<file path="src/rtl/hzd_pkg.sv">
package hzd_pkg;
  parameter int REG_AW = 5;

  typedef enum logic [1:0] {
    FWD_RF  = 2'b00,
    FWD_WB  = 2'b01,
    FWD_MEM = 2'b10
  } fwd_sel_e;
endpackage

</file>
<file path="src/rtl/hzd_pipe_track.sv">
module hzd_pipe_track #(
  parameter int REG_AW = hzd_pkg::REG_AW
) (
  input  logic              clk_i,
  input  logic              rst_ni,
  input  logic [REG_AW-1:0] id_rs_i,
  input  logic [REG_AW-1:0] id_rt_i,
  input  logic [REG_AW-1:0] id_rd_i,
  input  logic              id_we_i,
  input  logic              id_mr_i,
  input  logic              id_dst_rt_i,
  input  logic              bubble_i,
  output logic [REG_AW-1:0] ex_rs_o,
  output logic [REG_AW-1:0] ex_rt_o,
  output logic [REG_AW-1:0] ex_dst_o,
  output logic              ex_we_o,
  output logic              ex_mr_o,
  output logic [REG_AW-1:0] mem_dst_o,
  output logic              mem_we_o,
  output logic [REG_AW-1:0] wb_dst_o,
  output logic              wb_we_o
);
  logic [REG_AW-1:0] id_dst;
  assign id_dst = id_dst_rt_i ? id_rt_i : id_rd_i;

  always_ff @(posedge clk_i or negedge rst_ni) begin
    if (!rst_ni) begin
      ex_rs_o   <= '0;
      ex_rt_o   <= '0;
      ex_dst_o  <= '0;
      ex_we_o   <= 1'b0;
      ex_mr_o   <= 1'b0;
      mem_dst_o <= '0;
      mem_we_o  <= 1'b0;
      wb_dst_o  <= '0;
      wb_we_o   <= 1'b0;
    end else begin
      if (bubble_i) begin
        ex_rs_o  <= '0;
        ex_rt_o  <= '0;
        ex_dst_o <= '0;
        ex_we_o  <= 1'b0;
        ex_mr_o  <= 1'b0;
      end else begin
        ex_rs_o  <= id_rs_i;
        ex_rt_o  <= id_rt_i;
        ex_dst_o <= id_dst;
        ex_we_o  <= id_we_i;
        ex_mr_o  <= id_mr_i;
      end
      mem_dst_o <= ex_dst_o;
      mem_we_o  <= ex_we_o;
      wb_dst_o  <= mem_dst_o;
      wb_we_o   <= mem_we_o;
    end
  end

  assert_bubble_empty_R8: assert property (@(posedge clk_i) disable iff (!rst_ni)
    bubble_i |=> (!ex_we_o && !ex_mr_o));
  assert_dest_travels_R1: assert property (@(posedge clk_i) disable iff (!rst_ni)
    ex_we_o |=> (mem_we_o && mem_dst_o == $past(ex_dst_o)));
endmodule

</file>
<file path="src/rtl/hzd_fwd_sel.sv">
module hzd_fwd_sel #(
  parameter int REG_AW = hzd_pkg::REG_AW,
  parameter int NSRC   = 2,
  parameter int NPROD  = 2
) (
  input  logic                         clk_i,
  input  logic                         rst_ni,
  input  logic [NSRC-1:0][REG_AW-1:0]  src_i,
  input  logic [NPROD-1:0][REG_AW-1:0] prod_dst_i,
  input  logic [NPROD-1:0]             prod_we_i,
  output logic [NSRC-1:0][NPROD-1:0]   pri_o
);
  // index 0 is the youngest producer and has the highest priority
  for (genvar s = 0; s < NSRC; s++) begin : g_src
    logic [NPROD-1:0] sel;
    always_comb begin
      sel = '0;
      for (int p = NPROD - 1; p >= 0; p--) begin
        if (prod_we_i[p] && (prod_dst_i[p] != '0) && (prod_dst_i[p] == src_i[s])) begin
          sel    = '0;
          sel[p] = 1'b1;
        end
      end
    end
    assign pri_o[s] = sel;

    assert_pri_onehot_R4: assert property (@(posedge clk_i) disable iff (!rst_ni)
      $onehot0(pri_o[s]));
    assert_no_zero_fwd_R5: assert property (@(posedge clk_i) disable iff (!rst_ni)
      (|pri_o[s]) |-> (src_i[s] != '0));
  end
endmodule

</file>
<file path="src/rtl/hzd_load_stall.sv">
module hzd_load_stall #(
  parameter int REG_AW = hzd_pkg::REG_AW
) (
  input  logic              clk_i,
  input  logic              rst_ni,
  input  logic [REG_AW-1:0] id_rs_i,
  input  logic [REG_AW-1:0] id_rt_i,
  input  logic [REG_AW-1:0] ex_dst_i,
  input  logic              ex_we_i,
  input  logic              ex_mr_i,
  output logic              stall_o
);
  logic ld_live;
  assign ld_live = ex_mr_i && ex_we_i && (ex_dst_i != '0);
  assign stall_o = ld_live && ((ex_dst_i == id_rs_i) || (ex_dst_i == id_rt_i));

  assert_single_bubble_R8: assert property (@(posedge clk_i) disable iff (!rst_ni)
    stall_o |=> !stall_o);
endmodule

</file>
<file path="src/rtl/hzd_unit.sv">
module hzd_unit
  import hzd_pkg::*;
#(
  parameter int AW = hzd_pkg::REG_AW
) (
  input  logic          clk_i,
  input  logic          rst_ni,
  input  logic [AW-1:0] id_rs_i,
  input  logic [AW-1:0] id_rt_i,
  input  logic [AW-1:0] id_rd_i,
  input  logic          id_reg_we_i,
  input  logic          id_mem_rd_i,
  input  logic          id_dst_rt_i,
  output logic [1:0]    fwd_a_o,
  output logic [1:0]    fwd_b_o,
  output logic          id_byp_a_o,
  output logic          id_byp_b_o,
  output logic          pc_hold_o,
  output logic          ifid_hold_o,
  output logic          ex_flush_o
);
  localparam int NSRC = 2;

  logic [AW-1:0] ex_rs, ex_rt, ex_dst, mem_dst, wb_dst;
  logic          ex_we, ex_mr, mem_we, wb_we, stall;
  logic [NSRC-1:0][1:0] ex_pri;
  logic [NSRC-1:0][0:0] id_pri;
  fwd_sel_e sel_a, sel_b;

  hzd_pipe_track #(.REG_AW(AW)) u_track (
    .clk_i, .rst_ni,
    .id_rs_i, .id_rt_i, .id_rd_i,
    .id_we_i(id_reg_we_i), .id_mr_i(id_mem_rd_i), .id_dst_rt_i,
    .bubble_i(stall),
    .ex_rs_o(ex_rs), .ex_rt_o(ex_rt), .ex_dst_o(ex_dst),
    .ex_we_o(ex_we), .ex_mr_o(ex_mr),
    .mem_dst_o(mem_dst), .mem_we_o(mem_we),
    .wb_dst_o(wb_dst), .wb_we_o(wb_we)
  );

  hzd_fwd_sel #(.REG_AW(AW), .NSRC(NSRC), .NPROD(2)) u_ex_fwd (
    .clk_i, .rst_ni,
    .src_i({ex_rt, ex_rs}),
    .prod_dst_i({wb_dst, mem_dst}),
    .prod_we_i({wb_we, mem_we}),
    .pri_o(ex_pri)
  );

  hzd_fwd_sel #(.REG_AW(AW), .NSRC(NSRC), .NPROD(1)) u_id_byp (
    .clk_i, .rst_ni,
    .src_i({id_rt_i, id_rs_i}),
    .prod_dst_i(wb_dst),
    .prod_we_i(wb_we),
    .pri_o(id_pri)
  );

  hzd_load_stall #(.REG_AW(AW)) u_stall (
    .clk_i, .rst_ni,
    .id_rs_i, .id_rt_i,
    .ex_dst_i(ex_dst), .ex_we_i(ex_we), .ex_mr_i(ex_mr),
    .stall_o(stall)
  );

  assign sel_a = ex_pri[0][0] ? FWD_MEM : (ex_pri[0][1] ? FWD_WB : FWD_RF);
  assign sel_b = ex_pri[1][0] ? FWD_MEM : (ex_pri[1][1] ? FWD_WB : FWD_RF);

  assign fwd_a_o     = sel_a;
  assign fwd_b_o     = sel_b;
  assign id_byp_a_o  = id_pri[0][0];
  assign id_byp_b_o  = id_pri[1][0];
  assign pc_hold_o   = stall;
  assign ifid_hold_o = stall;
  assign ex_flush_o  = stall;

  assert_wb_fwd_enabled_R6: assert property (@(posedge clk_i) disable iff (!rst_ni)
    (fwd_a_o == FWD_WB || fwd_b_o == FWD_WB || id_byp_a_o || id_byp_b_o) |-> wb_we);
  assert_mem_fwd_enabled_R2: assert property (@(posedge clk_i) disable iff (!rst_ni)
    (fwd_a_o == FWD_MEM || fwd_b_o == FWD_MEM) |-> mem_we);
  assert_after_load_wb_R9: assert property (@(posedge clk_i) disable iff (!rst_ni)
    stall |=> !ex_we);
endmodule

</file>
<file path="config.mk">
export PLATFORM = sky130hd
export DESIGN_NAME = hzd_unit
export DESIGN_NICKNAME = d
export VERILOG_FILES = /design/src/rtl/hzd_pkg.sv /design/src/rtl/hzd_pipe_track.sv /design/src/rtl/hzd_fwd_sel.sv /design/src/rtl/hzd_load_stall.sv /design/src/rtl/hzd_unit.sv
export SDC_FILE = /design/constraint.sdc
export NUM_CORES = 1
export LEC_CHECK = 0
export BUFFER_PORTS_ARGS = -buffer_cell sky130_fd_sc_hd__buf_2
export CORE_MARGIN = 3
export CORE_UTILIZATION = 45
export DETAILED_ROUTE_END_ITERATION = 7
export GPL_TIMING_DRIVEN = 0
export PLACE_DENSITY_LB_ADDON = 0.15
export SYNTH_ARGS = -nofsm -noshare
export SYNTH_HDL_FRONTEND = slang
export SYNTH_SLANG_ARGS = --single-unit
</file>
<file path="constraint.sdc">
create_clock -name clk_i -period 1.95 [get_ports clk_i]
set_input_delay 0.0975 -clock clk_i [delete_from_list [all_inputs] [get_ports clk_i]]
set_output_delay 0.0975 -clock clk_i [all_outputs]
set_load 0.02 [all_outputs]
</file>
==> Yosys cells after proc, flatten, opt, wreduce, memory -nomap -nowiden <==
Cells that the tools add are included.
{ "totals": {"reg_bits": 29, "in_bits": 20, "output_inout_bits": 9, "word_cells": 48} }
{ "op_classes": {"n_eq_ne": 8, "mux": 16, "reduce_logical": 15} }
{ "op_table": {"columns": ["operator", "n"], "rows": [
  ["$eq 5x5->1", 8],
  ["$mux 5", 4],
  ["$reduce_bool 5->1", 3],
  ["$mux 2", 6],
  ["$logic_and 1x1->1", 11],
  ["$mux 1", 6],
  ["$logic_or 1x1->1", 1]
]} }

==> Logic depth before layout (Yosys ltp) <==
Gate-level depths: netlist of run 1.
{ "logic_depth": {"word_depth": 7, "mapped_depth": 5, "depth_no_buf": 4} }

==> Modules after synthesis <==
A second synthesis of run 1 with hierarchy kept.
{ "hier_totals": {"cells_unflattened": 126, "hier_area_um2": 1468.9} }
{ "modules_own_cells": {"columns": ["mod", "n_inst", "cells_per_inst", "area_each_um2", "seq_area_each_um2"], "rows": [
  ["hzd_pipe_track", 1, 53, 897.1, 725.7],
  ["hzd_fwd_sel (u_ex_fwd)", 1, 34, 257.7, 0.0],
  ["hzd_fwd_sel (u_id_byp)", 1, 18, 138.9, 0.0],
  ["hzd_load_stall", 1, 17, 132.6, 0.0],
  ["hzd_unit", 1, 4, 42.5, 0.0]
]} }

==> Worst setup path after synthesis of run 1 <==
OpenSTA, ideal clock, no wires.
{ "synth_timing": {"path_type": "register to output", "start": "register u_track.mem_dst_o[0]", "end": "output port fwd_a_o[0]", "arrival_time_ps": 1748, "t_required_ps": 1852, "setup_slack_ps": 104, "path_stages_with_launch": 5, "n_path_buf": 0, "cell_sequence": "dfrtp_1 > or4_1 > o21ai_2 > nor4_1 > nor4_2"} }
{ "synth_via": {"elab_chain_cells": 6, "word_cells_on_any_way": 7, "cone_classes": "eq/ne (1); mux (3); reduce/logical (3)"} }
{ "synth_lines": {"columns": ["item", "line_no", "text"], "rows": [
  ["start, declared", "hzd_pipe_track.sv:18", "output logic [REG_AW-1:0] mem_dst_o,"],
  ["start signal, assigned", "hzd_pipe_track.sv:51", "mem_dst_o <= ex_dst_o;"],
  ["$reduce_bool 5->1", "hzd_fwd_sel.sv:19", "if (prod_we_i[p] && (prod_dst_i[p] != '0) && (prod_dst_i[p] == src_i[s])) begin"],
  ["$logic_and 1x1->1", "hzd_fwd_sel.sv:19", null],
  ["$logic_and 1x1->1 (*)", "hzd_fwd_sel.sv:19", null],
  ["$mux 2 (*)", "hzd_fwd_sel.sv:19", null],
  ["$mux 1", "hzd_unit.sv:64", "assign sel_a = ex_pri[0][0] ? FWD_MEM : (ex_pri[0][1] ? FWD_WB : FWD_RF);"],
  ["$mux 2 (*)", "hzd_unit.sv:64", null],
  ["end, declared", "hzd_unit.sv:14", "output logic [1:0] fwd_a_o,"]
]} }
Mark *: on every way between the ends. The rest lies on a longest branch, timed or not.

==> Worst setup path in the final report of run 1 <==
{ "layout_timing": {"start": "register u_track.wb_dst_o[1]", "end": "output port fwd_a_o[0]"} }
{ "layout_via": {"elab_chain_cells": 7, "word_cells_on_any_way": 8, "cone_classes": "eq/ne (1); mux (4); reduce/logical (3)"} }
{ "layout_lines": {"columns": ["item", "line_no", "text"], "rows": [
  ["start, declared", "hzd_pipe_track.sv:20", "output logic [REG_AW-1:0] wb_dst_o,"],
  ["start signal, assigned", "hzd_pipe_track.sv:53", "wb_dst_o <= mem_dst_o;"],
  ["$reduce_bool 5->1", "hzd_fwd_sel.sv:19", null],
  ["$logic_and 1x1->1", "hzd_fwd_sel.sv:19", null],
  ["$logic_and 1x1->1 (*)", "hzd_fwd_sel.sv:19", null],
  ["$mux 2 (*) (2 in series)", "hzd_fwd_sel.sv:19", null],
  ["$mux 1 (*)", "hzd_unit.sv:64", null],
  ["$mux 2 (*)", "hzd_unit.sv:64", null]
]} }
Marks and branches as above.

==> impl_metrics.ini, run 1 <==
[timing]
setup_ws_ns = -0.1761
slew_headroom_pct = 57.02
finalCritPeriodShare_pct = 109.0
fmax_mhz = 470.4
min_period_ns = 2.126
finalHoldViolCount = 0
worst_pin_slew_ns = 0.6447
finalSetupTns_ns = -0.3501
report.final.slew_viol_count = 0
skew_ns = 0.009372
setup_viol = 3
rsz0062_at_grt = yes

[placement]
place_congestion = 0.8108
dp_hpwl_mm = 2.337
dp_cells = 196
io_buffers = 27
post-place-ws_ns = 0.05217
placed_area_um2 = 1682

[critical_path]
worstPathRequired_ns = 1.85
crit_path_max_incr_delay_ns = 0.52
crit_path_end_kind = output port
worst-r2r-cell-count = 5
critPathMaxFanout = 4
worstPathCellList = buf_6 -> xor2_1 -> or4_4 -> nor4_4 -> buf_4
cp_slowest_cell = or4_4
crit_buf_inv = 2
ff2ff_setup_slack_ns = 0.31
path_delay_family = simple AND/OR/NAND/NOR gates
cp.arrival_ns = 2.03
start_kind = register
path_class = reg2out
r2r_start = u_track.ex_dst_o[0]
worstReg2RegEnd = u_track.ex_dst_o[4]

[layout]
antennaDiodeCount = 0
drive_gt1_share_pct = 51.09
nNetsFinal = 203
area.growth.synth_to_final_pct = 43.12
finish.utilization_pct = 68.79
instances_no_fill = 228
postLayoutCellArea_um2 = 2135

[routing]
drt_iter0_markers = 26
via_per_inst = 4.947
wl_mm = 3.766
postRouteAntennaNets = 0
dr.pass1.iters = 3
drt-wirelength-per-cell_um = 16.52
drc = 0
vias = 1128

[global_route]
antenna_found_initial = 0
grt_max_degree = 30
grt_first_pass_wirelength_mm = 6.030
grt_use_total_pct = 20.69
grt_pass1_vias = 1225
gr-total-overflow = 0

[clock_tree]
clk_path_buf_depth = 2
clk_latency_ns = 0.34
root_buffer = clkbuf_4
cts_htree_levels = 2
clkTransAtPathRegs_ns = 0.10
cts_buffers = 5
cts_tree = done
cts.sinks = 29

[pwr]
p_leak_uw = 0.0009338
ir_drop_mv = 0.3823
power.density_nw_per_um2 = 678.2

[yosys]
ys_ff_latch = 29
synth.distinct_cells = 22
ys_seq_area_share_pct = 48.66
synthCells = 125
post_synth.cell_area_avg_um2 = 11.93
yosys_warnings = 0
syn-cell-area_um2 = 1491
synthesis.nets = 145

[hold_path]
min_delay_path_depth = 2
hold_end = u_track.ex_mr_o
min-delay-start = id_mem_rd_i
hp-class = in2reg

[job]
max_cap_viol_count = 0

[floorplanning]
design.die.area_um2 = 4041
core_um2 = 3103
start_util_pct = 48.06
die_x_um = 63.57
rows = 20
fp.dieH_um = 63.57
num_io_pins = 29

[run_status]
outcome = complete, but fails checks
violations = setup timing
==> cell type report <==
cell class                 instances  area (µm²)
sequential                        29       728.2
clock buffer                       5       37.54
fill                             254       968.4
clock inverter                     3       17.52
tap                               44       55.05
timing repair buffer              55       390.4
buffer                             6       50.05
multi-input combinational         86       855.8
==> kinds of logic (layout without fill, tap and decap cells) <==
kind of cell,after synthesis,count (layout),synth area share [%]
AO/OA/AOI/OAI,21,21,11.74
buffers and inverters,10,69,4.026
AND/OR/NAND/NOR,20,20,8.725
flip-flops,29,29,48.66
XOR/XNOR,40,40,23.49
multiplexers,5,5,3.356
==> sequential cells by signal, summed over array words and instances (netlist names), 5 cells and up <==
signal	count
u_track.ex_rt_o	5
u_track.ex_rs_o	5
u_track.ex_dst_o	5
u_track.mem_dst_o	5
u_track.wb_dst_o	5
==> cells in the final DEF, fill, tap and decap left out, types with 5 or more instances in the layout <==
master	n
buf_4	28
dfrtp_1	27
buf_2	21
xnor2_1	18
xor2_1	18
buf_6	9
a21boi_0	7
nand3_1	5
a21boi_2	5
mux2i_1	5
a21oi_1	5
clkbuf_4	5
==> metrics by stage <==
| step | hold WS (ns) | total power, µW |
|---|---|---|
| 3_5_place_dp | 0.1577 | 955.6 |
| 6_report | 0.01548 | 1448 |
| 2_1_floorplan | -0.1981 | 866.9 |
| 3_3_place_gp | 0.1439 | 945.5 |
| 4_1_cts | 0.01209 | 1409 |
| 5_1_grt | 0.01163 | 1527 |
==> power by group <==
| part | leakage (µW) | total, µW | internal, µW | switching [µW] |
|---|---|---|---|---|
| combinational | 0.000566 | 393 | 200 | 193 |
| sequential | 0.000337 | 694 | 646 | 47.1 |
| clock | 0.0000310 | 361 | 136 | 226 |
==> synth_stat cells <==
cell,count,area [µm²]
nand2_1,2,7.510
o21ai_2,1,8.760
nor4_1,4,25.02
xor2_1,18,157.7
a21oi_1,5,25.02
or4_1,4,30.03
dfrtp_1,29,725.7
a21boi_2,5,56.30
mux2i_1,5,50.05
nand3_1,6,30.03
buf_4,2,15.01
buf_2,6,30.03
a21boi_0,7,52.55
o21ai_1,1,5.000
or3_1,1,6.260
and2_1,1,6.260
buf_6,1,11.26
buf_1,1,3.750
xnor2_1,22,192.7
nor4_2,2,25.02
o22ai_1,1,6.260
o311a_4,1,21.27
==> routing by layer <==
| metal | wire (µm) | track usage [%] |
|---|---|---|
| met1 | 1499 | 23.23 |
| met2 | 1990 | 33.77 |
| met3 | 146 | 6.595 |
| met4 | 130 | 12.94 |
| met5 | 0 | 0 |
==> what timing repair did <==
item,in CTS,in global routing
buffers inserted,16,12
hold buffers,2,0
pin swaps,8,15
resized for setup,33,19
cloned,0,0
endpoints found under the hold margin,30,0
setup endpoints to repair,7,8
==> worst max-delay path by stage <==
stage | slack [ns] | cells after the start | to | start
floorplan | 0.10 | 4 | fwd_a_o[0] | u_track.mem_dst_o[0]
global placement | 0.07 | 6 | fwd_a_o[0] | u_track.wb_dst_o[1]
detailed placement | 0.05 | 6 | fwd_a_o[0] | u_track.wb_dst_o[1]
CTS | -0.17 | 5 | fwd_a_o[0] | u_track.mem_dst_o[3]
global route | -0.26 | 5 | fwd_a_o[0] | u_track.wb_dst_o[1]
finish | -0.18 | 5 | fwd_a_o[0] | u_track.wb_dst_o[1]
(Power assumes the default switching activity.)
==> run 2: changes to the inputs <==
--- a/config.mk
+++ b/config.mk
@@ -6,11 +6,12 @@
 export NUM_CORES = 1
 export LEC_CHECK = 0
 export BUFFER_PORTS_ARGS = -buffer_cell sky130_fd_sc_hd__buf_2
-export CORE_MARGIN = 3
+export CORE_MARGIN = 2
 export CORE_UTILIZATION = 45
 export DETAILED_ROUTE_END_ITERATION = 7
 export GPL_TIMING_DRIVEN = 0
 export PLACE_DENSITY_LB_ADDON = 0.15
 export SYNTH_ARGS = -nofsm -noshare
 export SYNTH_HDL_FRONTEND = slang
+export SYNTH_HIERARCHICAL = 1
 export SYNTH_SLANG_ARGS = --single-unit
==> impl_metrics.ini, run 2 <==
[placement]
dp_hpwl_mm = 2.109
io_buffers = 27
place_congestion = 0.7802
placed_area_um2 = 1659
post-place-ws_ns = -0.1646

[yosys]
synth_top_area_share_pct = 49.40
syn-cell-area_um2 = 1469
synth.distinct_cells = 19
yosys_warnings = 6
ys_seq_area_share_pct = 49.40
yosysTopAreaCell = dfrtp_1
synthesis.nets = 146
synthTopCellsByCount = dfrtp_1 (29), xnor2_1 (26), xor2_1 (14)
ys_ff_latch = 29
synthArstFlopShare_pct = 100.0
synth_edf_count = 0
dominantRegCellSynth = dfrtp_1
synthCells = 126
post_synth.cell_area_avg_um2 = 11.66
synth_most_common_cell = dfrtp_1
synth_area_leaders = dfrtp_1 (49%), xnor2_1 (16%), xor2_1 (8.3%)

[timing]
rsz0062_at_grt = yes
worst_pin_slew_ns = 0.6189
min_period_ns = 2.270
finalSetupTns_ns = -0.7320
finalCritPeriodShare_pct = 116.4
fmax_mhz = 440.5
skew_ns = 0.006280
whs_ns = 0.01119
setup_ws_ns = -0.3203
finalHoldViolCount = 0
report.final.slew_viol_count = 0
slew_headroom_pct = 58.74
setup_viol = 5

[clock_tree]
clk_latency_ns = 0.32
cts_htree_levels = 2
cts_buffers = 5
cts.sinks = 29
clk_path_buf_depth = 2
root_buffer = clkbuf_4
clkTransAtPathRegs_ns = 0.08
cts_tree = done

[floorplanning]
die_x_um = 61.14
num_io_pins = 29
core_um2 = 3078
design.die.area_um2 = 3737
start_util_pct = 47.72
fp.dieH_um = 61.14
rows = 20

[critical_path]
crit_path_end_kind = output port
crit_path_start = u_track/mem_dst_o[4]
crit_buf_inv = 1
crit_path_max_incr_delay_ns = 0.56
cp.arrival_ns = 2.17
path_delay_family = simple AND/OR/NAND/NOR gates
worstPathCellList = or4_4 -> o21ai_4 -> nor4_4 -> nor4_2 -> nor2b_4 -> buf_6
path_class = reg2out
cp_slowest_cell = or4_4
r2r_start = u_track/ex_dst_o[4]
critPathMaxFanout = 3
start_kind = register
worstPathRequired_ns = 1.85

[layout]
layout_common_cells = xnor2_1 (25), dfrtp_1 (25), buf_2 (21), buf_4 (18), xor2_1 (13)
nNetsFinal = 201
num-fill-cells = 250
seqCellArea_um2 = 730.7
area.growth.synth_to_final_pct = 39.86
drive_gt1_share_pct = 42.31
multi_input_area_um2 = 790.8
antennaDiodeCount = 0
postLayoutCellArea_um2 = 2054

[global_route]
grt_use_total_pct = 19.19
grt_max_degree = 30
grt_first_pass_wirelength_mm = 4.988
antenna_found_initial = 0
gr-total-overflow = 0
grt_pass1_vias = 1126

[routing]
postRouteAntennaNets = 0
drt-wirelength-per-cell_um = 14.00
drt_iter0_markers = 11
via_per_inst = 4.774
dr.pass1.iters = 4
drc = 0
vias = 1079
wl_mm = 3.165

[job]
max_cap_viol_count = 0

[pwr]
finalPower_uw = 1408
p_leak_uw = 0.0008898
power.density_nw_per_um2 = 685.2
ir_drop_mv = 0.4830

[hold_path]
min-delay-start = id_rd_i[3]
hp-class = in2reg

[run_status]
outcome = complete, but fails checks
violations = setup timing
[run 2: cell types whose count changed in the layout (fill, tap and decap cells not counted), moves of 4 or more]
cell and change:
buf_4 -10, nor2b_1 +8, a21boi_0 -7, xnor2_1 +7
nor2_1 +6, a21boi_2 -5, a21oi_1 -5, xor2_1 -5
and2b_1 +4, nand4_1 +4
[run 2: stage by stage]
step           std cells  util [%]
6_report             226     66.75
5_1_grt              226     66.75
4_1_cts              218     61.26
3_5_place_dp         197     53.90
3_3_place_gp         197     53.90
2_1_floorplan        126         -
[run 2: area by class of cell]
cell class	count	area share (%)
multi-input cells	91	38.49
repair buffers	48	16.75
well taps	44	2.680
clock buffers	7	3.167
flip-flops and latches	29	35.57
plain buffers	6	3.106
clock inverters	1	0.2436
[run 2: logic make-up (layout without fill, tap and decap cells)]
kind of cell	Yosys count	count (layout)	share of synthesized area, %
compound gates	3	3	1.788
xor+xnor	40	40	23.85
buf+inv	6	62	3.577
flops	29	29	49.40
mux	5	5	3.407
simple gates	43	43	17.97
[run 2: worst paths after layout]
kind / end / cells after the start / slack, ns
min in group asynchronous: u_track/ex_we_o / 2 / 0.32
hold / removal: u_track/ex_dst_o[3] / 3 / 0.01
max in group asynchronous: u_track/wb_dst_o[4] / 2 / 1.19
setup / recovery: fwd_a_o[0] / 6 / -0.32
hold reg to reg: u_track/wb_dst_o[1] / 0 / 0.43
setup reg to reg: u_track/ex_rs_o[1] / 7 / 0.08
[run 2: power breakdown]
part	internal [µW]	switching, µW	leakage, µW	total, µW
Clock	209	193	0.0000413	402
Sequential	647	62.5	0.000335	710
Combinational	163	132	0.000514	296
[run 2: worst reg2reg max path, delay by kind of cell (launching register included)]
kind            cells  cell delay [ns]
simple gates        2             0.69
compound gates      2             0.29
flops               1             0.42
buf+inv             3             0.40
[run 2: repair_timing]
| action | CTS | global route |
|---|---|---|
| resized for setup | 13 | 23 |
| hold buffers | 4 | 0 |
| pin swaps | 5 | 10 |
| buffers inserted | 9 | 11 |
| hold endpoints to repair | 32 | 0 |
| setup endpoints to repair | 23 | 9 |
[run 2: routing by layer]
| metal | global-route usage (%) | share of wire [%] | vias up |
|---|---|---|---|
| li1 | - | - | 525 |
| met1 | 23.42 | 41 | 518 |
| met2 | 32.98 | 54 | 30 |
| met3 | 3.151 | 3.5 | 6 |
| met4 | 9.317 | 2.1 | 0 |
| met5 | 0 | 0 | - |
